--- src/rtl/nbs_pkg.sv ---
`timescale 1ns/1ps
package nbs_pkg;

    // Qualified strobe events seen by the sequencer, one cycle after sampling
    typedef struct packed {
        logic sel;       // select sampled active
        logic rd_act;    // select and read strobe both sampled active
        logic ale_fall;  // address strobe ended while selected
        logic rd_fall;   // read strobe started while selected
        logic rd_rise;   // read strobe ended while selected
        logic wr_rise;   // write strobe ended while selected
    } nbs_evt_t;

endpackage

--- src/rtl/nbs_sync.sv ---
`timescale 1ns/1ps
module nbs_sync
    import nbs_pkg::*;
#(
    parameter int NIB_W = 4
) (
    input  logic             clk,
    input  logic             rst_n,
    input  logic             cs_n,
    input  logic             ale,
    input  logic             rd_n,
    input  logic             wr_n,
    input  logic [NIB_W-1:0] bus_i,
    output nbs_evt_t         ev_o,
    output logic [NIB_W-1:0] bus_p_o
);

    typedef struct packed {
        logic             cs_s;
        logic             ale_s;
        logic             rd_s;
        logic             wr_s;
        logic             ale_p;
        logic             rd_p;
        logic             wr_p;
        logic [NIB_W-1:0] bus_s;
        logic [NIB_W-1:0] bus_p;
    } sync_t;

    sync_t st_d, st_q;

    always_comb begin
        st_d       = st_q;
        st_d.cs_s  = cs_n;
        st_d.ale_s = ale;
        st_d.rd_s  = rd_n;
        st_d.wr_s  = wr_n;
        st_d.bus_s = bus_i;
        st_d.ale_p = st_q.ale_s;
        st_d.rd_p  = st_q.rd_s;
        st_d.wr_p  = st_q.wr_s;
        st_d.bus_p = st_q.bus_s;
    end

    always_ff @(posedge clk or negedge rst_n) begin
        if (!rst_n) begin
            st_q <= '{cs_s: 1'b1, ale_s: 1'b0, rd_s: 1'b1, wr_s: 1'b1,
                      ale_p: 1'b0, rd_p: 1'b1, wr_p: 1'b1,
                      bus_s: '0, bus_p: '0};
        end else begin
            st_q <= st_d;
        end
    end

    always_comb begin
        ev_o.sel      = ~st_q.cs_s;
        ev_o.rd_act   = ~st_q.cs_s & ~st_q.rd_s;
        ev_o.ale_fall = ~st_q.cs_s &  st_q.ale_p & ~st_q.ale_s;
        ev_o.rd_fall  = ~st_q.cs_s &  st_q.rd_p  & ~st_q.rd_s;
        ev_o.rd_rise  = ~st_q.cs_s & ~st_q.rd_p  &  st_q.rd_s;
        ev_o.wr_rise  = ~st_q.cs_s & ~st_q.wr_p  &  st_q.wr_s;
    end

    // Bus value captured one sample before the edge, while the strobe was still held
    assign bus_p_o = st_q.bus_p;

    // a read-start event needs select and read strobe low at the previous sample
    a_r7_rd_needs_sel: assert property (@(posedge clk) disable iff (!rst_n)
        ev_o.rd_fall |-> $past(!cs_n && !rd_n));

    // a write-end event needs select low at the previous sample
    a_r7_wr_needs_sel: assert property (@(posedge clk) disable iff (!rst_n)
        ev_o.wr_rise |-> $past(!cs_n && wr_n));

endmodule

--- src/rtl/nbs_seq.sv ---
`timescale 1ns/1ps
module nbs_seq
    import nbs_pkg::*;
#(
    parameter int NIB_W  = 4,
    parameter int ADDR_W = 12,
    parameter int DATA_W = 16
) (
    input  logic              clk,
    input  logic              rst_n,
    input  nbs_evt_t          ev,
    input  logic [NIB_W-1:0]  bus_p,
    input  logic [DATA_W-1:0] bank_word,
    output logic [ADDR_W-1:0] addr_o,
    output logic [NIB_W-1:0]  out_nib_o,
    output logic              oe_o,
    output logic              commit_o,
    output logic [DATA_W-1:0] wdata_o
);

    localparam int DNIBS = DATA_W / NIB_W;
    localparam int CNT_W = (DNIBS > 1) ? $clog2(DNIBS) : 1;
    localparam logic [CNT_W-1:0] LAST = CNT_W'(DNIBS - 1);

    typedef struct packed {
        logic [ADDR_W-1:0] addr;
        logic [CNT_W-1:0]  cnt;
        logic [DATA_W-1:0] wdata;
        logic [DATA_W-1:0] shadow;
        logic [NIB_W-1:0]  out;
        logic              oe;
        logic              commit;
    } seq_t;

    seq_t st_d, st_q;

    function automatic logic [NIB_W-1:0] nib_of(input logic [DATA_W-1:0] w,
                                                input logic [CNT_W-1:0] idx);
        logic [DATA_W-1:0] sh;
        sh = w >> (NIB_W * (DNIBS - 1 - int'(idx)));
        return sh[NIB_W-1:0];
    endfunction

    always_comb begin
        st_d        = st_q;
        st_d.commit = 1'b0;
        st_d.oe     = ev.rd_act;
        if (ev.ale_fall) begin
            st_d.addr = {st_q.addr[ADDR_W-NIB_W-1:0], bus_p};
            st_d.cnt  = '0;
        end else if (ev.rd_fall) begin
            if (st_q.cnt == '0) begin
                st_d.shadow = bank_word;
                st_d.out    = nib_of(bank_word, '0);
            end else begin
                st_d.out    = nib_of(st_q.shadow, st_q.cnt);
            end
        end else if (ev.rd_rise) begin
            st_d.cnt = (st_q.cnt == LAST) ? '0 : st_q.cnt + 1'b1;
        end else if (ev.wr_rise) begin
            st_d.wdata = {st_q.wdata[DATA_W-NIB_W-1:0], bus_p};
            if (st_q.cnt == LAST) begin
                st_d.commit = 1'b1;
                st_d.cnt    = '0;
            end else begin
                st_d.cnt    = st_q.cnt + 1'b1;
            end
        end
    end

    always_ff @(posedge clk or negedge rst_n) begin
        if (!rst_n) begin
            st_q <= '0;
        end else begin
            st_q <= st_d;
        end
    end

    assign addr_o    = st_q.addr;
    assign out_nib_o = st_q.out;
    assign oe_o      = st_q.oe;
    assign commit_o  = st_q.commit;
    assign wdata_o   = st_q.wdata;

    // the snapshot only changes when a word read begins
    a_r5_shadow_hold: assert property (@(posedge clk) disable iff (!rst_n)
        !$stable(st_q.shadow) |-> ($past(st_q.cnt) == '0));

    // a commit is always the result of a write strobe end
    a_r3_commit_after_strobe: assert property (@(posedge clk) disable iff (!rst_n)
        st_q.commit |-> $past(ev.wr_rise));

    // an address strobe restarts the nibble sequence
    a_r10_ale_restart: assert property (@(posedge clk) disable iff (!rst_n)
        $past(ev.ale_fall) |-> (st_q.cnt == '0));

endmodule

--- src/rtl/nbs_bank.sv ---
`timescale 1ns/1ps
module nbs_bank #(
    parameter int DATA_W = 16,
    parameter int NREG   = 8,
    parameter int IDX_W  = (NREG > 1) ? $clog2(NREG) : 1
) (
    input  logic                   clk,
    input  logic                   rst_n,
    input  logic                   host_we,
    input  logic [IDX_W-1:0]       host_idx,
    input  logic [DATA_W-1:0]      host_data,
    input  logic                   core_we,
    input  logic [IDX_W-1:0]       core_idx,
    input  logic [DATA_W-1:0]      core_data,
    input  logic [IDX_W-1:0]       rd_idx,
    output logic [DATA_W-1:0]      rd_word,
    output logic [NREG*DATA_W-1:0] regs_o
);

    logic [DATA_W-1:0] regs_d [NREG];
    logic [DATA_W-1:0] regs_q [NREG];

    for (genvar i = 0; i < NREG; i++) begin : g_reg
        // Hardware updates take priority over a host commit to the same register
        always_comb begin
            regs_d[i] = regs_q[i];
            if (core_we && core_idx == IDX_W'(i)) begin
                regs_d[i] = core_data;
            end else if (host_we && host_idx == IDX_W'(i)) begin
                regs_d[i] = host_data;
            end
        end

        always_ff @(posedge clk or negedge rst_n) begin
            if (!rst_n) begin
                regs_q[i] <= '0;
            end else begin
                regs_q[i] <= regs_d[i];
            end
        end

        assign regs_o[i*DATA_W +: DATA_W] = regs_q[i];

        // a register holds its value unless a write targets it
        a_r3_reg_hold: assert property (@(posedge clk) disable iff (!rst_n)
            (!(host_we && host_idx == IDX_W'(i)) && !(core_we && core_idx == IDX_W'(i)))
            |=> $stable(regs_q[i]));
    end

    assign rd_word = regs_q[rd_idx];

endmodule

--- src/rtl/nbs_irq.sv ---
`timescale 1ns/1ps
module nbs_irq (
    input  logic clk,
    input  logic rst_n,
    input  logic evt,
    input  logic ack,
    output logic irq_n
);

    typedef struct packed {
        logic pend;
    } irq_t;

    irq_t st_d, st_q;

    always_comb begin
        st_d = st_q;
        if (evt) begin
            st_d.pend = 1'b1;
        end else if (ack) begin
            st_d.pend = 1'b0;
        end
    end

    always_ff @(posedge clk or negedge rst_n) begin
        if (!rst_n) begin
            st_q <= '0;
        end else begin
            st_q <= st_d;
        end
    end

    assign irq_n = ~st_q.pend;

    // an event always leaves the interrupt asserted, even against an acknowledge
    a_r9_set_wins: assert property (@(posedge clk) disable iff (!rst_n)
        evt |=> !irq_n);

    // an acknowledge without a concurrent event releases the line
    a_r9_ack_clears: assert property (@(posedge clk) disable iff (!rst_n)
        (ack && !evt) |=> irq_n);

endmodule

--- src/rtl/nbs_slave.sv ---
`timescale 1ns/1ps
module nbs_slave
    import nbs_pkg::*;
#(
    parameter int                NIB_W    = 4,
    parameter int                ADDR_W   = 12,
    parameter int                DATA_W   = 16,
    parameter int                NREG     = 8,
    parameter logic [ADDR_W-1:0] ACK_ADDR = '1
) (
    input  logic                            clk,
    input  logic                            rst_n,
    input  logic                            cs_n,
    input  logic                            ale,
    input  logic                            rd_n,
    input  logic                            wr_n,
    input  logic [NIB_W-1:0]                bus_i,
    output logic [NIB_W-1:0]                bus_o,
    output logic                            bus_oe,
    output logic                            irq_n,
    input  logic                            core_we,
    input  logic [$clog2(NREG)-1:0]         core_idx,
    input  logic [DATA_W-1:0]               core_wdata,
    input  logic                            core_evt,
    output logic [NREG*DATA_W-1:0]          regs_o
);

    localparam int IDX_W = $clog2(NREG);

    nbs_evt_t          ev;
    logic [NIB_W-1:0]  bus_p;
    logic [ADDR_W-1:0] addr;
    logic              commit;
    logic [DATA_W-1:0] wdata;
    logic [DATA_W-1:0] bank_rd;
    logic [DATA_W-1:0] word_sel;
    logic              in_range;
    logic              is_ack;
    logic              host_we;
    logic              ack;

    nbs_sync #(.NIB_W(NIB_W)) u_sync (
        .clk     (clk),
        .rst_n   (rst_n),
        .cs_n    (cs_n),
        .ale     (ale),
        .rd_n    (rd_n),
        .wr_n    (wr_n),
        .bus_i   (bus_i),
        .ev_o    (ev),
        .bus_p_o (bus_p)
    );

    nbs_seq #(.NIB_W(NIB_W), .ADDR_W(ADDR_W), .DATA_W(DATA_W)) u_seq (
        .clk       (clk),
        .rst_n     (rst_n),
        .ev        (ev),
        .bus_p     (bus_p),
        .bank_word (word_sel),
        .addr_o    (addr),
        .out_nib_o (bus_o),
        .oe_o      (bus_oe),
        .commit_o  (commit),
        .wdata_o   (wdata)
    );

    // Address decode: bank window, acknowledge address, everything else reads zero
    always_comb begin
        in_range = (addr < ADDR_W'(NREG));
        is_ack   = (addr == ACK_ADDR);
        host_we  = commit & in_range;
        ack      = commit & is_ack;
        if (is_ack) begin
            word_sel = {{(DATA_W-1){1'b0}}, ~irq_n};
        end else if (in_range) begin
            word_sel = bank_rd;
        end else begin
            word_sel = '0;
        end
    end

    nbs_bank #(.DATA_W(DATA_W), .NREG(NREG), .IDX_W(IDX_W)) u_bank (
        .clk       (clk),
        .rst_n     (rst_n),
        .host_we   (host_we),
        .host_idx  (addr[IDX_W-1:0]),
        .host_data (wdata),
        .core_we   (core_we),
        .core_idx  (core_idx),
        .core_data (core_wdata),
        .rd_idx    (addr[IDX_W-1:0]),
        .rd_word   (bank_rd),
        .regs_o    (regs_o)
    );

    nbs_irq u_irq (
        .clk   (clk),
        .rst_n (rst_n),
        .evt   (core_evt),
        .ack   (ack),
        .irq_n (irq_n)
    );

    // the bus is only driven two samples after select and read strobe were low
    a_r6_oe_needs_strobe: assert property (@(posedge clk) disable iff (!rst_n)
        bus_oe |-> $past(!cs_n && !rd_n, 2));

    // a host commit outside the bank never reaches a register
    a_r8_no_stray_write: assert property (@(posedge clk) disable iff (!rst_n)
        (commit && !in_range && !core_we) |=> $stable(regs_o));

endmodule

--- config.mk ---
export PLATFORM = sky130hd
export DESIGN_NAME = nbs_slave
export DESIGN_NICKNAME = d
export VERILOG_FILES = /design/src/rtl/nbs_pkg.sv /design/src/rtl/nbs_sync.sv /design/src/rtl/nbs_seq.sv /design/src/rtl/nbs_bank.sv /design/src/rtl/nbs_irq.sv /design/src/rtl/nbs_slave.sv
export SDC_FILE = /design/constraint.sdc
export NUM_CORES = 1
export LEC_CHECK = 0
export BUFFER_PORTS_ARGS = -buffer_cell sky130_fd_sc_hd__buf_2
export CAP_MARGIN = 20
export CORE_UTILIZATION = 52
export CTS_CLUSTER_DIAMETER = 80
export CTS_CLUSTER_SIZE = 10
export DETAILED_ROUTE_END_ITERATION = 16
export HOLD_SLACK_MARGIN = 0.06
export PLACE_DENSITY_LB_ADDON = 0.25
export RECOVER_POWER = 50
export SYNTH_ARGS = -nofsm -noshare
export SYNTH_HDL_FRONTEND = slang
export SYNTH_SLANG_ARGS = --single-unit
--- constraint.sdc ---
create_clock -name clk -period 2.57 [get_ports clk]
set_clock_uncertainty 0.15 [all_clocks]
set_input_delay 0.514 -clock clk [delete_from_list [all_inputs] [get_ports clk]]
set_output_delay 0.514 -clock clk [all_outputs]
set_load 0.005 [all_outputs]
==> out/qor.txt <==
outcome -> finished clean
power density normalized to cell area -> 939.6 mW/mm^2
worst-case reg-to-reg path depth -> 5
critical path buffer and inverter count -> 1
starting density of the core -> 53.64%
post-synth top area share -> 47.16%
average vias per placed instance -> 5.956
startpoint class of the critical path -> flop
internal power contribution -> 7.620 mW
library cell occupying the most area in the post-synthesis netlist -> sky130_fd_sc_hd__dfrtp_1
Leakage -> 5.601 nW
post-synthesis instance total -> 693
sinks on the clock net -> 196
Area Overhead vs Synth -> 18.61%
cell with the largest stage delay on the worst path -> sky130_fd_sc_hd__dfrtp_1
critical path class -> reg2reg
Num CTS Buffers -> 17
number of hold violations in the final report -> 0
top area cells in the synthesized netlist -> sky130_fd_sc_hd__dfrtp_1 (47%), sky130_fd_sc_hd__mux2_2 (32%), sky130_fd_sc_hd__mux4_2 (8.0%), sky130_fd_sc_hd__mux2i_1 (1.5%), sky130_fd_sc_hd__dfstp_2 (1.3%)
Netlist Area Pre-Place -> 0.01013 sq mm
fraction of layout instances using a drive strength above 1 -> 62.03%
sequential-to-total area share from yosys stat -> 48.46%
sequential share of power -> 43.6%
depth of the CTS H-tree -> 4
count of unique library cells instantiated by Yosys -> 47
placed wire-length estimate after detailed placement -> 19.45 mm
average instance area after synthesis -> 14.62 sq um
final-report setup violation count -> 0
top achievable clock speed -> 424.7 MHz
critical-path maximum fanout -> 16
die boundary width -> 141.6 um
Overflow after GRT -> 0
Seq cells post-synth -> 196
Critical Path, Cell by Cell -> buf_4 > nand2_1 > nor4_1 > or3b_2 > o211ai_2
number of antenna violations at the first check in global routing -> 1
share of power burned in combinational logic -> 31.2%
largest stage delay on the critical path -> 0.63 ns
Layout Utilization -> 63.62%
Synthesized Nets -> 726
switching power summed over all nets -> 3.674 mW
Pre-antenna DRT Iters -> 5
Total Die Area -> 0.02005 sq mm
aggregate routed wire length -> 28.32 mm
number of violations reported at the end of detailed-routing iteration 0 -> 363
Clk Latency, worst-skew pair -> 0.43 ns
number of synthesized flops with an enable pin -> 0
number of gates on the worst path with buffers counted -> 5
weighted congestion at the end of routability-driven global placement -> 0.8429
Synth Warn # -> 0
Die Ht -> 141.6 um
clock transition at the registers of the reported paths -> 0.07 ns
number of primary I/O pins -> 165
RSZ-0062 raised after global routing -> no
worst-case clock buffer depth -> 2
worst supply voltage drop on vdd -> 467.6 uV
first-pass GRT wire length -> 43.50 mm
ratio of final minimum period to clock period -> 91.62%
fraction of power spent switching nets -> 32.53%
endpoint arrival time on the critical path -> 2.56 ns
remaining design rule violation count -> 0
hold path cells -> 2
worst-margin pin slew -> 0.8563 ns
clock tree from TritonCTS -> done
Floorplan Core Area -> 0.01889 sq mm
routed length per placed instance -> 24.71 um
number of max-slew violations in the final report -> 0
via count of the first global-routing pass -> 7213
maximum number of pins on one net before global-route repair -> 60
post-synthesis async set-or-reset flop share -> 100.0%
via count -> 6826
root buf cell -> sky130_fd_sc_hd__clkbuf_16
Worst slew margin -> 42.92%
total global routing track utilization -> 29.50%
Crit. End Element -> flop
clock share of power -> 25.2%
remaining number of nets flagged by the antenna check after routing -> 0
ys flop type -> sky130_fd_sc_hd__dfrtp_1
cell family with most CP delay -> simple AND/OR/NAND/NOR gates
path type of the worst min-delay path -> in2reg
max-capacitance violation count -> 0
data required time at the worst endpoint -> 2.77 ns
TNS Setup -> 0 ns
Total Power Consumption -> 11.29 mW
buffers added on ports -> 164
Site Rows -> 50
Tmin final -> 2.355 ns
Post-CTS Repair Setup Buffers -> 0
nets@finish -> 905
-- state kept, by name, indices dropped and copies added (netlist names) --
signal           flops
u_bank.regs_o      128
u_seq.st_q          18
u_seq.wdata_o       16
u_seq.addr_o        12
u_sync.st_d          7
u_seq.out_nib_o      4
u_sync.bus_p_o       4
u_sync.st_q          4
u_irq.st_q           1
u_seq.commit_o       1
u_seq.oe_o           1
-- final timing paths --
kind | from | end | slack, ns
worst max-delay path | u_seq.addr_o[1] | u_seq.st_q[6] | 0.22
worst min register to register | u_sync.st_d[2] | u_sync.bus_p_o[2] | 0.21
max in group asynchronous | rst_n | u_seq.addr_o[0] | 0.52
worst max register to register | u_seq.addr_o[1] | u_seq.st_q[6] | 0.22
min in group asynchronous | rst_n | u_seq.oe_o | 0.44
worst min-delay path | core_evt | u_irq.st_q | 0.14
-- cells in the mapped netlist, types with 3 or more instances --
library cell / instances
sky130_fd_sc_hd__mux4_2: 36
sky130_fd_sc_hd__nand4_1: 4
sky130_fd_sc_hd__nand2b_1: 3
sky130_fd_sc_hd__nand4b_1: 4
sky130_fd_sc_hd__buf_1: 9
sky130_fd_sc_hd__buf_4: 5
sky130_fd_sc_hd__dfstp_2: 5
sky130_fd_sc_hd__a22oi_1: 4
sky130_fd_sc_hd__nor2_1: 6
sky130_fd_sc_hd__buf_2: 14
sky130_fd_sc_hd__o21ai_2: 4
sky130_fd_sc_hd__nand2_1: 22
sky130_fd_sc_hd__mux2i_1: 15
sky130_fd_sc_hd__o21ai_1: 18
sky130_fd_sc_hd__buf_6: 8
sky130_fd_sc_hd__dfrtp_1: 191
sky130_fd_sc_hd__mux2_2: 284
sky130_fd_sc_hd__clkbuf_1: 19
sky130_fd_sc_hd__inv_1: 4
-- metal layers --
metal,part of all wire (%),GRT usage [%],vias up
met5,0,0,-
met4,3.1,12.45,0
met3,6.3,7.796,57
met2,49,48.09,262
met1,41,37.33,3582
li1,-,-,2925
-- per-stage QoR --
stage	hold WS [ns]	area, sq um	instances	worst slack [ns]
after floorplan	0.06841	10130	693	0.1544
after global placement	0.1912	11380	1104	0.3031
after detailed placement	0.1857	11380	1104	0.2398
after CTS	0.1198	12090	1145	0.2247
after global routing	0.1326	12020	1146	0.09698
final	0.1351	12020	1146	0.2153
-- cells by family after synthesis --
family,synth area share (%)
AO/OA/AOI/OAI,2.803
adder cells (fa/ha/maj),0.2469
buffers and inverters,3.136
flip-flops,48.46
multiplexers,41.04
AND/OR/NAND/NOR,4.321
-- cell usage in the layout, fill, tap and decap left out, drive strengths merged, types with 5 or more instances in the layout --
master,netlist,layout
buf,36,170
clkbuf,19,53
dfrtp,191,191
dfstp,5,5
dlygate4sd3,0,9
inv,4,11
mux2,284,284
mux2i,15,15
mux4,36,36
nand2,22,22
nor2,6,6
o21ai,22,22
-- final cells by class --
| type | instances | area (sq um) |
|---|---|---|
| fill | 1485 | 6873 |
| sequential | 196 | 4912 |
| multi-input combinational | 438 | 4906 |
| timing repair buffer | 215 | 1239 |
| clock buffer | 17 | 425.4 |
| tap | 260 | 325.3 |
| clock inverter | 15 | 195.2 |
| inverter | 4 | 15.01 |
| antenna | 1 | 2.502 |
-- power by group through the flow --
| stage | sequential [mW] | combinational, mW | clock [mW] |
|---|---|---|---|
| after global routing | 5.04 | 3.79 | 3.01 |
| after global placement | 4.88 | 3.45 | 0 |
| after detailed placement | 4.94 | 3.56 | 0 |
| after CTS | 4.90 | 3.59 | 2.88 |
| after floorplan | 4.60 | 2.27 | 0 |
| final | 4.93 | 3.53 | 2.84 |
-- repair_timing --
action	CTS	global route
gates resized for setup	0	0
setup endpoints to repair	0	0
hold buffers	9	0
endpoints found under the hold margin	52	0
(Power assumes the default switching activity.)
